`src/rtl/uart_rx_os_pkg.sv`:
```
package uart_rx_os_pkg;

   typedef enum logic [1:0] {
      ST_IDLE   = 2'd0,
      ST_START  = 2'd1,
      ST_SAMPLE = 2'd2,
      ST_STOP   = 2'd3
   } rx_state_t;

endpackage

```
`src/rtl/uart_rx_os_sync.sv`:
```
module uart_rx_os_sync #(
   parameter int STAGES = 2
) (
   input  logic clk,
   input  logic rst,
   input  logic din,
   output logic dout
);

   generate
      if (STAGES == 0) begin : g_bypass
         assign dout = din;
      end else begin : g_chain
         logic [STAGES-1:0] chain;
         always_ff @(posedge clk) begin
            if (rst) chain <= '1;
            else     chain <= {chain[STAGES-2:0], din};
         end
         assign dout = chain[STAGES-1];
      end
   endgenerate

endmodule

```
`src/rtl/uart_rx_os_timer.sv`:
```
module uart_rx_os_timer #(
   parameter int CNT_W    = 8,
   parameter int MAX_LOAD = 255
) (
   input  logic             clk,
   input  logic             rst,
   input  logic             load,
   input  logic [CNT_W-1:0] load_val,
   output logic             expired
);

   logic [CNT_W-1:0] cnt;

   always_ff @(posedge clk) begin
      if (rst)             cnt <= '0;
      else if (load)       cnt <= load_val;
      else if (cnt != '0)  cnt <= cnt - 1'b1;
   end

   assign expired = (cnt == '0);

   // the wait counter never runs beyond the longest wait it is given
   assert_timer_range_R1: assert property (@(posedge clk) disable iff (rst)
      int'(cnt) <= MAX_LOAD);

   // a running count moves down by one each cycle unless reloaded
   assert_timer_step_R1: assert property (@(posedge clk) disable iff (rst)
      (!load && cnt != '0) |=> (cnt == $past(cnt) - 1'b1));

endmodule

```
`src/rtl/uart_rx_os_vote.sv`:
```
module uart_rx_os_vote #(
   parameter int VOTES    = 5,
   parameter int VOTE_MIN = 4
) (
   input  logic clk,
   input  logic rst,
   input  logic clear,
   input  logic sample_en,
   input  logic din,
   output logic last,
   output logic bit_val
);

   localparam int W = $clog2(VOTES + 1);

   logic [W-1:0] idx;
   logic [W-1:0] ones;
   logic [W-1:0] ones_nx;

   assign ones_nx = ones + W'(din);
   assign last    = (idx == W'(VOTES - 1));
   assign bit_val = (int'(ones_nx) >= VOTE_MIN);

   always_ff @(posedge clk) begin
      if (rst || clear) begin
         idx  <= '0;
         ones <= '0;
      end else if (sample_en) begin
         if (last) begin
            idx  <= '0;
            ones <= '0;
         end else begin
            idx  <= idx + 1'b1;
            ones <= ones_nx;
         end
      end
   end

   // the high-sample tally never exceeds the number of samples taken
   assert_ones_le_idx_R4: assert property (@(posedge clk) disable iff (rst)
      ones <= idx);

   // the sample index stays inside the voting window
   assert_idx_range_R3: assert property (@(posedge clk) disable iff (rst)
      int'(idx) < VOTES);

endmodule

```
`src/rtl/uart_rx_os_shift.sv`:
```
module uart_rx_os_shift #(
   parameter int DATA_BITS = 8
) (
   input  logic                 clk,
   input  logic                 rst,
   input  logic                 clear,
   input  logic                 shift_en,
   input  logic                 din,
   output logic [DATA_BITS-1:0] data,
   output logic                 last
);

   localparam int BW = $clog2(DATA_BITS + 1);

   logic [BW-1:0] nbits;

   assign last = (nbits == BW'(DATA_BITS - 1));

   always_ff @(posedge clk) begin
      if (rst) begin
         data  <= '0;
         nbits <= '0;
      end else if (clear) begin
         nbits <= '0;
      end else if (shift_en) begin
         data  <= {din, data[DATA_BITS-1:1]};
         nbits <= last ? '0 : nbits + 1'b1;
      end
   end

   // the bit count stays inside one byte
   assert_nbits_range_R5: assert property (@(posedge clk) disable iff (rst)
      int'(nbits) < DATA_BITS);

   // a shift moves the register one place toward bit 0
   assert_shift_dir_R5: assert property (@(posedge clk) disable iff (rst)
      (shift_en && !clear) |=> (data[DATA_BITS-2:0] == $past(data[DATA_BITS-1:1])));

endmodule

```
`src/rtl/uart_rx_os.sv`:
```
module uart_rx_os
   import uart_rx_os_pkg::*;
#(
   parameter int CLK_HZ      = 12_000_000,
   parameter int BAUD        = 9600,
   parameter int DATA_BITS   = 8,
   parameter int VOTES       = 5,
   parameter int VOTE_MIN    = 4,
   parameter int SYNC_STAGES = 2
) (
   input  logic                 clk,
   input  logic                 rst,
   input  logic                 rx_line,
   output logic                 rx_valid,
   output logic [DATA_BITS-1:0] rx_data,
   output logic                 rx_busy,
   output logic                 rx_err
);

   localparam int BIT_CYC    = CLK_HZ / BAUD;
   localparam int HALF       = BIT_CYC / 2;
   localparam int EIGHTH     = BIT_CYC / 8;
   localparam int FIRST_WAIT = HALF + 3 * EIGHTH;
   localparam int STOP_WAIT  = HALF + EIGHTH;
   localparam int CNT_W      = $clog2(FIRST_WAIT + 1);

   localparam logic [CNT_W-1:0] LD_HALF   = CNT_W'(HALF - 1);
   localparam logic [CNT_W-1:0] LD_FIRST  = CNT_W'(FIRST_WAIT - 1);
   localparam logic [CNT_W-1:0] LD_EIGHTH = CNT_W'(EIGHTH - 1);
   localparam logic [CNT_W-1:0] LD_STOP   = CNT_W'(STOP_WAIT - 1);

   generate
      if (BIT_CYC < 16) begin : g_chk_rate
         $error("uart_rx_os: CLK_HZ/BAUD must be at least 16");
      end
      if (DATA_BITS < 2) begin : g_chk_bits
         $error("uart_rx_os: DATA_BITS must be at least 2");
      end
      if (VOTES < 1 || VOTES > 5) begin : g_chk_votes
         $error("uart_rx_os: VOTES must lie in 1..5");
      end
      if (VOTE_MIN < 1 || VOTE_MIN > VOTES) begin : g_chk_min
         $error("uart_rx_os: VOTE_MIN must lie in 1..VOTES");
      end
      if (SYNC_STAGES == 1) begin : g_chk_sync
         $error("uart_rx_os: SYNC_STAGES must be 0 or at least 2");
      end
   endgenerate

   logic                 line_s;
   logic                 tmr_load;
   logic [CNT_W-1:0]     tmr_val;
   logic                 tmr_done;
   logic                 vote_en;
   logic                 vote_clr;
   logic                 vote_last;
   logic                 vote_bit;
   logic                 shift_en;
   logic                 shift_last;
   logic [DATA_BITS-1:0] shift_data;
   logic                 frame_ok;
   logic                 frame_bad;
   rx_state_t            state;
   rx_state_t            state_nx;

   uart_rx_os_sync #(.STAGES(SYNC_STAGES)) u_sync (
      .clk (clk), .rst (rst), .din (rx_line), .dout (line_s)
   );

   uart_rx_os_timer #(.CNT_W(CNT_W), .MAX_LOAD(FIRST_WAIT - 1)) u_timer (
      .clk (clk), .rst (rst), .load (tmr_load), .load_val (tmr_val),
      .expired (tmr_done)
   );

   uart_rx_os_vote #(.VOTES(VOTES), .VOTE_MIN(VOTE_MIN)) u_vote (
      .clk (clk), .rst (rst), .clear (vote_clr), .sample_en (vote_en),
      .din (line_s), .last (vote_last), .bit_val (vote_bit)
   );

   uart_rx_os_shift #(.DATA_BITS(DATA_BITS)) u_shift (
      .clk (clk), .rst (rst), .clear (vote_clr), .shift_en (shift_en),
      .din (vote_bit), .data (shift_data), .last (shift_last)
   );

   always_comb begin
      state_nx  = state;
      tmr_load  = 1'b0;
      tmr_val   = LD_HALF;
      vote_en   = 1'b0;
      vote_clr  = 1'b0;
      shift_en  = 1'b0;
      frame_ok  = 1'b0;
      frame_bad = 1'b0;
      case (state)
         ST_IDLE: begin
            if (!line_s) begin
               state_nx = ST_START;
               tmr_load = 1'b1;
               tmr_val  = LD_HALF;
            end
         end
         ST_START: begin
            if (tmr_done) begin
               if (line_s) begin
                  state_nx = ST_IDLE;
               end else begin
                  state_nx = ST_SAMPLE;
                  vote_clr = 1'b1;
                  tmr_load = 1'b1;
                  tmr_val  = LD_FIRST;
               end
            end
         end
         ST_SAMPLE: begin
            if (tmr_done) begin
               vote_en  = 1'b1;
               tmr_load = 1'b1;
               if (!vote_last) begin
                  tmr_val = LD_EIGHTH;
               end else begin
                  shift_en = 1'b1;
                  if (shift_last) begin
                     state_nx = ST_STOP;
                     tmr_val  = LD_STOP;
                  end else begin
                     tmr_val  = LD_HALF;
                  end
               end
            end
         end
         ST_STOP: begin
            if (tmr_done) begin
               state_nx  = ST_IDLE;
               frame_ok  = line_s;
               frame_bad = !line_s;
            end
         end
         default: state_nx = ST_IDLE;
      endcase
   end

   always_ff @(posedge clk) begin
      if (rst) begin
         state    <= ST_IDLE;
         rx_valid <= 1'b0;
         rx_err   <= 1'b0;
         rx_data  <= '0;
      end else begin
         state    <= state_nx;
         rx_valid <= frame_ok;
         rx_err   <= frame_bad;
         if (frame_ok) rx_data <= shift_data;
      end
   end

   assign rx_busy = (state != ST_IDLE);

   // the received strobe lasts a single cycle
   assert_strobe_single_R7: assert property (@(posedge clk) disable iff (rst)
      rx_valid |=> !rx_valid);

   // the byte output only moves together with the strobe
   assert_data_hold_R7: assert property (@(posedge clk) disable iff (rst)
      !rx_valid |=> (!rx_valid || $changed(rx_data) || $stable(rx_data)) && (rx_valid || $stable(rx_data)));

   // the error pulse lasts a single cycle and never meets the strobe
   assert_err_single_R6: assert property (@(posedge clk) disable iff (rst)
      rx_err |=> !rx_err);
   assert_err_no_strobe_R6: assert property (@(posedge clk) disable iff (rst)
      !(rx_err && rx_valid));

   // a frame result appears only as the block leaves a busy frame
   assert_end_of_frame_R8: assert property (@(posedge clk) disable iff (rst)
      (rx_valid || rx_err) |-> (!rx_busy && $past(rx_busy)));

endmodule

```
`config.mk`:
```
export PLATFORM = sky130hd
export DESIGN_NAME = uart_rx_os
export DESIGN_NICKNAME = d
export VERILOG_FILES = /design/src/rtl/uart_rx_os_pkg.sv /design/src/rtl/uart_rx_os_sync.sv /design/src/rtl/uart_rx_os_timer.sv /design/src/rtl/uart_rx_os_vote.sv /design/src/rtl/uart_rx_os_shift.sv /design/src/rtl/uart_rx_os.sv
export SDC_FILE = /design/constraint.sdc
export NUM_CORES = 1
export LEC_CHECK = 0
export BUFFER_PORTS_ARGS = -buffer_cell sky130_fd_sc_hd__buf_2
export CAP_MARGIN = 30
export CORE_UTILIZATION = 50
export DETAILED_ROUTE_END_ITERATION = 10
export MAX_ROUTING_LAYER = met4
export PLACE_DENSITY_LB_ADDON = 0.05
export SYNTH_ARGS = -nofsm -noshare
export SYNTH_HDL_FRONTEND = slang
export SYNTH_HIERARCHICAL = 1
export SYNTH_SLANG_ARGS = --single-unit
```
`constraint.sdc`:
```
create_clock -name clk -period 3.8 [get_ports clk]
set_clock_uncertainty 0.1 [all_clocks]
set_input_delay 0.19 -clock clk [delete_from_list [all_inputs] [get_ports clk]]
set_output_delay 0.19 -clock clk [all_outputs]
set_load 0.01 [all_outputs]
```
==> flow_summary_export.csv, run 1 <==
group,metric,value,unit
yosys,post-synth-top-area-cell,"dfxtp_1",
clocking,ctsLongestPathBuffers,2,
critical_path,cp-start-kind,"flop",
critical_path,r2r_cells,11,
yosys,syn_area_per_cell,8.76,µm²
final_layout,final_nets,284,
clocking,clock_latency,0.29,ns
die,rows,23,
yosys,synth-main-ff-cell,"dfxtp_1",
final_layout,final_core_util,58.4,%
run_status,status,"completed",
sta,fin_crit_sh,85.6,%
global_route,grt_usage,20.7,%
final_layout,design_area,2400,µm²
sta,setup_viol,0,
global_route,grt_overflow,0,
die,initial_core_util,53.8,%
sta,worst_pin_slew,0.713,ns
sta,slew_headroom,52.5,%
pwr,leakagePower,0.943,nW
global_route,grt_max_degree,41,
sta,fin_crit,3.25,ns
pwr,power_density,523,nW/µm²
final_layout,area_growth,8.53,%
global_route,use_met1,27.9,%
die,die_h,68.6,µm
critical_path,worst_ep_required_time,3.88,ns
pwr,power,1.26,mW
pwr,ir_drop,0.208,mV
critical_path,arrival,3.33,ns
clocking,cts_buffers,5,
yosys,seq_area_frac_synth,38.8,%
yosys,syn-instance-count,253,
placed_design,pre_cts_slack,0.610,ns
yosys,yosys_warnings,6,
placed_design,port-buffer-count,13,
yosys,synth-edff-count,0,
final_layout,antenna_cells,0,
yosys,synth_top_area_share,38.8,%
global_route,grt-busiest-layer,"met2",
sta,setup-tns-final,0,ns
placed_design,gp_congestion,0.828,
routing,drtPass1Iterations,4,
critical_path,cp_max_fo,17,
final_layout,nFillCells,390,
sta,hold_ws,0.326,ns
placed_design,place_area,2310,µm²
sta,fin_ws,0.547,ns
routing,vias_per_cell,5.61,
critical_path,critical_path.max_stage_delay,0.62,ns
clocking,clk_pin_slew_worst_paths,0.08,ns
die,die_area,4700,µm²
placed_design,post-dp-hpwl,2.89,mm
critical_path,crit_chain,"inv_1 > ha_1 > or4b_1 > nor4_4 > buf_4 > nor2b_1 > nand2_1 > a21oi_1 > clkinv_1 > and4_1 > a311o_1",
global_route,globalRouteMet3Util,4.44,%
routing,wl_per_cell,13.1,µm
critical_path,crit_slowest_cell,"or4b_1",
routing,drc,0,
final_layout,drive_gt1_share,12.4,%
yosys,synth_seq_cells,43,
yosys,syn-num-nets,270,
routing,drt-total-wl,4.15,mm
sta,slew_violations,0,
global_route,gr-usage-met2,31.1,%
global_route,grt_pass1_wl,7.04,mm
die,io_pins,14,
worst_hold_path,min_path_cells,1,
clocking,clock_sinks,43,
yosys,synth_cell_type_count,52,
routing,antenna_left,0,
yosys,synth-async-reset-ratio,0,%
final_layout,multi_input_area,1240,µm²
critical_path,cp-end-kind,"flop",
yosys,synth_area,2220,µm²
die,core,4120,µm²
global_route,grt_pass1_vias,1546,
placed_design,dp.cells,309,
final_layout,seq_area,861,µm²
routing,vias,1778,
clocking,cts_resized,0,
sta,finalHoldViolCount,0,
clocking,cts_tree,"done",
die,die_w,68.6,µm
worst_hold_path,hold_path.class,"flop to flop",
clocking,cts_setup_buffers,0,
yosys,yosys-top-cells-area,"dfxtp_1 (39%), ha_1 (7.9%), nand2_1 (5.8%)",
clocking,ctsHtreeMaxLevel,2,
sta,fmax,0.307,GHz
sta,rsz0062_at_grt,"false",
critical_path,critPathKind,"flop to flop",
routing,drtIter0Drc,181,
final_layout,stdcell_count,317,
clocking,cts_root_buf,"clkbuf_8",
global_route,antenna_found_initial,0,
run,maxCapViolations,0,
registers in the layout, summed over array words and instances, names as in the netlist, named ones only:
register / flops
rx_valid: 1
u_vote/idx: 3
u_vote/ones: 3
rx_data: 8
u_timer/cnt: 11
u_shift/nbits: 4
u_shift/data: 8
state: 1
rx_err: 1
u_sync/g_chain.chain: 2
per-layer routing:
metal | wire, µm | vias up
met5 | 0 | -
met4 | 44 | 0
met3 | 123 | 6
met2 | 1810 | 32
met1 | 2170 | 815
li1 | - | 925
logic make-up (layout without fill, tap and decap cells):
logic type | Yosys count | count (layout) | synth area share [%]
and+or+nand+nor | 101 | 101 | 24.4
AOI/OAI and AO/OA | 53 | 53 | 17.1
DFF | 43 | 43 | 38.8
buffers and inverters | 27 | 41 | 5.31
adders and majority gates | 14 | 14 | 7.91
muxes | 10 | 10 | 4.52
xor gates and xnor gates | 5 | 5 | 1.98
Yosys cell counts (all sizes together) (2+ instances only):
cell and count:
inv 16, o31ai 2, buf 6, nor2b 2, nand3b 2, nor2 20, nand2 35, or4b 3
xor2 2, mux2i 10, nor4 5, a211oi 4, or2 3, a2111oi 2, o221a 2, nor3 4
ha 14, dfxtp 43, o21ai 8, nand2b 3, and3 4, nand3 8, xnor2 3, clkbuf 4
o41ai 2, or3 3, nor3b 2, nand4 2, or4 4, a311oi 2, a21oi 21
power breakdown:
| group | leakage, nW | internal [mW] | switching (mW) |
|---|---|---|---|
| logic | 0.550 | 0.190 | 0.230 |
| registers | 0.349 | 0.498 | 0.0636 |
| clock network | 0.0440 | 0.126 | 0.150 |
critical path, delay by kind of cell (launching register included):
family          cells  cell delay [ns]
simple gates        5             1.44
flops               1             0.35
fa+ha+maj           1             0.19
buf+inv             3             0.62
compound gates      2             0.45
layout by cell type, fill, tap and decap left out, drive strengths merged, types with 4 or more instances in the layout:
master / Yosys / final
a211oi: 4 / 4
a21oi: 21 / 21
and3: 4 / 4
buf: 6 / 16
clkbuf: 4 / 5
dfxtp: 43 / 43
ha: 14 / 14
inv: 16 / 16
mux2i: 10 / 10
nand2: 35 / 35
nand3: 8 / 8
nor2: 20 / 20
nor3: 4 / 4
nor4: 5 / 5
o21ai: 8 / 8
or4: 4 / 4
repair_timing:
action | CTS | global route
hold buffers | 1 | 0
endpoints found under the setup margin | 0 | 0
hold endpoints to repair | 1 | 0
layout make-up:
type	instances	area share (%)
Clock buffer	5	2.86
Clock inverter	2	0.572
Inverter	17	2.65
Multi-Input combinational cell	183	51.5
Sequential cell	43	35.8
Tap cell	50	2.60
Timing Repair Buffer	17	4.06
final timing paths:
path	start	endpoint	slack, ns
setup / recovery	u_timer/cnt[0]$_SDFFE_PP0P_	u_timer/cnt[0]$_SDFFE_PP0P_	0.55
hold / removal	u_sync/g_chain.chain[0]$_SDFF_PP1_	u_sync/g_chain.chain[1]$_SDFF_PP1_	0.33
setup reg to reg	u_timer/cnt[0]$_SDFFE_PP0P_	u_timer/cnt[0]$_SDFFE_PP0P_	0.55
hold reg to reg	u_sync/g_chain.chain[0]$_SDFF_PP1_	u_sync/g_chain.chain[1]$_SDFF_PP1_	0.33
No activity file was read; power rests on OpenSTA's default activity.
==> run 2, diff against run 1 <==
- CAP_MARGIN: 30 -> unset
- CORE_UTILIZATION: 50 -> 52
==> run 2 against run 1 <==
Effect of this change:
- maximum frequency down 0.94%
- core utilization grew 0.89 points
- design area up 0.10%
- critical endpoint unchanged
- power rose by 0.54%
- setup slack lost 0.031 ns
- register-to-register slack got worse by 0.03 ns
==> flow_summary_export.csv, run 2 (synthesized netlist as in run 1, its figures left out) <==
group,metric,value,unit
final_layout,antenna_cells,0,
routing,drc,0,
routing,vias,1786,
pwr,leakagePower,0.940,nW
final_layout,multi_input_area,1240,µm²
die,die_area,4530,µm²
global_route,grt_overflow,0,
routing,wl_per_cell,13.5,µm
run,maxCapViolations,0,
clocking,clock_latency,0.29,ns
pwr,p_int,0.818,mW
global_route,grt_pass1_wl,7.30,mm
critical_path,cp_max_fo,17,
routing,vias_per_cell,5.62,
sta,finalHoldViolCount,0,
clocking,cts_setup_buffers,0,
critical_path,arrival,3.36,ns
placed_design,gp_congestion,0.835,
sta,fin_crit_sh,86.4,%
clocking,ctsLongestPathBuffers,2,
global_route,grt_pass1_vias,1648,
critical_path,critPathKind,"flop to flop",
critical_path,critical_path.max_stage_delay,0.61,ns
die,io_pins,14,
final_layout,reg_top3,"u_timer/cnt (11), rx_data (8), u_shift/data (8)",
clocking,clock_sinks,43,
die,core,4060,µm²
critical_path,crit_slowest_cell,"or4b_1",
final_layout,final_common_cell,"dfxtp_1",
sta,fin_crit,3.28,ns
routing,drt-total-wl,4.28,mm
sta,fmax,0.305,GHz
placed_design,port-buffer-count,13,
final_layout,stdcell_count,318,
run_status,status,"completed",
sta,setup_viol,0,
clocking,clk_pin_slew_worst_paths,0.08,ns
pwr,p_sw,0.447,mW
critical_path,critPathTopFamily,"simple AND/OR/NAND/NOR gates",
pwr,power,1.27,mW
global_route,grt_max_degree,41,
placed_design,post-dp-hpwl,2.94,mm
pwr,comb_power_share,33.5,%
clocking,cts_resized,0,
sta,slew_headroom,53.0,%
die,die_h,67.3,µm
final_layout,final_nets,284,
sta,rsz0062_at_grt,"false",
pwr,clkPwrFrac,22.1,%
critical_path,worst_ep_required_time,3.88,ns
critical_path,cp-start-kind,"flop",
final_layout,area_growth,8.64,%
sta,setup-tns-final,0,ns
pwr,ir_drop,0.245,mV
sta,slew_violations,0,
critical_path,cp-end-kind,"flop",
routing,drtIter0Drc,122,
clocking,ctsHtreeMaxLevel,2,
final_layout,regMostFlops,"u_timer/cnt",
die,die_w,67.3,µm
sta,worst_pin_slew,0.705,ns
routing,drtPass1Iterations,4,
critical_path,crit_chain,"inv_1 > ha_1 > or4b_1 > nor4_4 > buf_4 > nor2b_1 > nand2_1 > a21oi_1 > clkinv_1 > and4_1 > a311o_1",
final_layout,drive_gt1_share,12.3,%
final_layout,largest_reg_flops,11,
clocking,cts_root_buf,"clkbuf_8",
routing,antenna_left,0,
clocking,cts_hold_buf,1,
critical_path,path_buf_inv,3,
global_route,antenna_found_initial,0,
final_layout,seq_area,861,µm²
placed_design,dp.cells,309,
clocking,cts_tree,"done",
final_layout,final_cell_mix,"dfxtp_1 (43), nand2_1 (34), a21oi_1 (21)",
pwr,p_seq_share,44.4,%
clocking,cts_buffers,5,
final_layout,nFillCells,366,
worst_hold_path,hold_path.class,"flop to flop",
die,initial_core_util,54.6,%
global_route,grt_usage,22.1,%
die,rows,23,
pwr,p_sw_share,35.4,%
pwr,power_density,526,nW/µm²
==> run 2: worst register-to-register path: stages (launching register included) <==
cell      delay [ns]
dfxtp_1         0.35
inv_1           0.07
ha_1            0.19
or4b_1          0.61
nor4_4          0.27
buf_4           0.27
nor2b_1         0.20
nand2_1         0.09
a21oi_1         0.18
clkinv_1        0.29
and4_1          0.29
a311o_1         0.27
==> run 2: cell type report <==
cell class              instances  share of cell area, %
clock inverters                 2                  0.520
repair buffers                 17                   4.05
clock buffers                   6                   3.01
inverters                      17                   2.65
flip-flops and latches         43                   35.8
multi-input cells             183                   51.4
well taps                      50                   2.60
==> run 2: path summary, 6_finish.rpt <==
path / start / to / slack [ns] / cells after the start
worst max-delay path: u_timer/cnt[0]$_SDFFE_PP0P_ / u_timer/cnt[0]$_SDFFE_PP0P_ / 0.52 / 11
worst min-delay path: u_sync/g_chain.chain[0]$_SDFF_PP1_ / u_sync/g_chain.chain[1]$_SDFF_PP1_ / 0.30 / 1
worst max register to register: u_timer/cnt[0]$_SDFFE_PP0P_ / u_timer/cnt[0]$_SDFFE_PP0P_ / 0.52 / 11
worst min register to register: u_sync/g_chain.chain[0]$_SDFF_PP1_ / u_sync/g_chain.chain[1]$_SDFF_PP1_ / 0.30 / 1
==> run 2: metrics by stage <==
stage | setup WS [ns] | hold slack [ns] | instance area (µm²) | utilization [%]
finish | 0.516 | 0.305 | 2410 | 59.3
global route | 0.246 | 0.314 | 2410 | 59.3
CTS | 0.522 | 0.306 | 2410 | 59.3
detailed placement | 0.571 | 0.284 | 2310 | 57.0
global placement | 0.650 | 0.271 | 2310 | 57.0
floorplan | 0.545 | 0.155 | 2220 | -
==> run 2: layer usage <==
metal / GRT usage (%) / share of wire (%) / vias up
li1: - / - / 926
met1: 28.7 / 52 / 821
met3: 4.05 / 3.2 / 5
met4: 8.24 / 1.2 / 0
met5: - / 0 / -
met2: 34.0 / 44 / 34
==> run 2: power by group through the flow <==
stage	logic, mW	registers [mW]	clock network, mW
floorplan	0.356	0.554	0
global placement	0.420	0.571	0
detailed placement	0.416	0.572	0
CTS	0.419	0.561	0.287
global route	0.474	0.571	0.305
finish	0.424	0.562	0.280
==> run 3, diff against run 2 <==
- CORE_UTILIZATION: 52 -> 60
==> run 3 against run 2 <==
Effect of this change:
- register-to-register slack improved by 0.06 ns
- sequential power hardly changed
- design area increased by 0.83%
- first-iteration DRC count grew 64%
- power up 5.6%
- critical path type unchanged
- highest routed layer unchanged
==> flow_summary_export.csv, run 3 (synthesized netlist as in run 1, its figures left out) <==
group,metric,value,unit
routing,wl_per_cell,13.5,µm
die,rows,21,
clocking,cts_tree,"done",
final_layout,largest_reg_flops,11,
global_route,antenna_found_initial,0,
worst_hold_path,hold_path.class,"flop to flop",
clocking,clk_pin_slew_worst_paths,0.08,ns
pwr,power_density,550,nW/µm²
sta,hold_ws,0.312,ns
placed_design,post-dp-hpwl,3.04,mm
final_layout,stdcell_count,314,
critical_path,arrival,3.31,ns
final_layout,final_common_cell,"dfxtp_1",
clocking,cts_resized,0,
clocking,cts_buffers,5,
critical_path,worst_ep_required_time,3.89,ns
run_status,status,"completed",
routing,drc,0,
routing,vias,1805,
clocking,ctsHtreeMaxLevel,2,
final_layout,final_cell_mix,"dfxtp_1 (43), nand2_1 (34), a21oi_1 (21)",
pwr,leakagePower,0.956,nW
clocking,cts_root_buf,"clkbuf_8",
global_route,grt_usage,25.9,%
final_layout,reg_top3,"u_timer/cnt (11), rx_data (8), u_shift/data (8)",
pwr,comb_power_share,32.7,%
clocking,cts_hold_buf,1,
die,die_h,62.8,µm
placed_design,port-buffer-count,13,
worst_hold_path,min_path_cells,1,
pwr,p_sw,0.446,mW
final_layout,nFillCells,281,
critical_path,cp-start-kind,"flop",
final_layout,regMostFlops,"u_timer/cnt",
pwr,ir_drop,0.228,mV
placed_design,dp.cells,306,
global_route,grt_overflow,0,
pwr,p_int,0.890,mW
critical_path,cp_max_fo,10,
sta,finalHoldViolCount,0,
final_layout,seq_area,861,µm²
final_layout,antenna_cells,0,
sta,slew_violations,0,
sta,setup-tns-final,0,ns
clocking,ctsLongestPathBuffers,2,
pwr,clkPwrFrac,25.1,%
pwr,p_seq_share,42.2,%
die,io_pins,14,
run,maxCapViolations,0,
sta,fin_crit,3.23,ns
final_layout,final_nets,285,
clocking,clock_sinks,43,
clocking,clock_latency,0.29,ns
die,die_area,3940,µm²
sta,slew_headroom,53.7,%
routing,drtIter0Drc,200,
placed_design,pre_cts_slack,0.634,ns
die,core,3440,µm²
pwr,p_sw_share,33.4,%
routing,antenna_left,0,
routing,drtPass1Iterations,4,
global_route,grt_pass1_wl,7.90,mm
critical_path,critPathKind,"flop to flop",
sta,fmax,0.310,GHz
sta,rsz0062_at_grt,"false",
final_layout,multi_input_area,1240,µm²
sta,fin_crit_sh,84.9,%
sta,setup_viol,0,
final_layout,drive_gt1_share,12.3,%
die,initial_core_util,64.4,%
critical_path,cp-end-kind,"flop",
global_route,grt_pass1_vias,1793,
die,die_w,62.8,µm
global_route,grt_max_degree,41,
critical_path,r2r_cells,12,
routing,vias_per_cell,5.75,
routing,drt-total-wl,4.25,mm
sta,fin_ws,0.573,ns
clocking,cts_setup_buffers,0,
sta,worst_pin_slew,0.695,ns
placed_design,gp_congestion,0.915,
final_layout,area_growth,9.54,%
run 3: cell types whose count changed in the layout (fill, tap and decap cells not counted), sizes merged:
cell and change:
buf +1, clkinvlp -1, clkinv -1, bufinv +1
run 3: final timing paths:
check	start	end	slack [ns]
setup / recovery	u_timer/cnt[0]$_SDFFE_PP0P_	u_timer/cnt[0]$_SDFFE_PP0P_	0.57
hold / removal	u_sync/g_chain.chain[0]$_SDFF_PP1_	u_sync/g_chain.chain[1]$_SDFF_PP1_	0.31
setup reg to reg	u_timer/cnt[0]$_SDFFE_PP0P_	u_timer/cnt[0]$_SDFFE_PP0P_	0.57
hold reg to reg	u_sync/g_chain.chain[0]$_SDFF_PP1_	u_sync/g_chain.chain[1]$_SDFF_PP1_	0.31
run 3: worst max-delay path, cell delays in order, from the launching register on:
cell and delay, ns:
dfxtp_1 0.36, inv_1 0.07, ha_1 0.20, or4b_1 0.62
nor4_4 0.28, buf_4 0.22, inv_1 0.06, nor2_1 0.12
a21oi_1 0.07, a21oi_1 0.21, clkinv_1 0.28, and4_1 0.27
a311o_1 0.26
run 3: final cells by class:
type                            count  area share, %
Tap cell                           46           2.37
Timing Repair Buffer               18           4.33
Multi-Input combinational cell    183           51.0
Clock inverter                      1           1.24
Clock buffer                        6           2.99
Inverter                           17           2.63
Sequential cell                    43           35.5
run 3: per-stage QoR:
stage / cell area (µm²) / total power [mW] / util [%]
6_report: 2430 / 1.34 / 70.5
5_1_grt: 2430 / 1.42 / 70.5
4_1_cts: 2430 / 1.34 / 70.5
3_5_place_dp: 2310 / 1.00 / 67.2
3_3_place_gp: 2310 / 0.992 / 67.2
2_1_floorplan: 2220 / 0.911 / -
run 3: routing by layer:
metal,part of all wire [%],GRT usage [%]
met4,1.3,10.8
met5,0,-
met2,45,39.9
met3,4.0,6.75
met1,50,32.1
run 3: power groups by stage:
stage               Sequential, mW  Clock (mW)  Combinational (mW)
floorplan                    0.554           0               0.356
finish                       0.563       0.336               0.437
CTS                          0.561       0.343               0.435
global placement             0.570           0               0.422
global route                 0.574       0.362               0.489
detailed placement           0.571           0               0.432
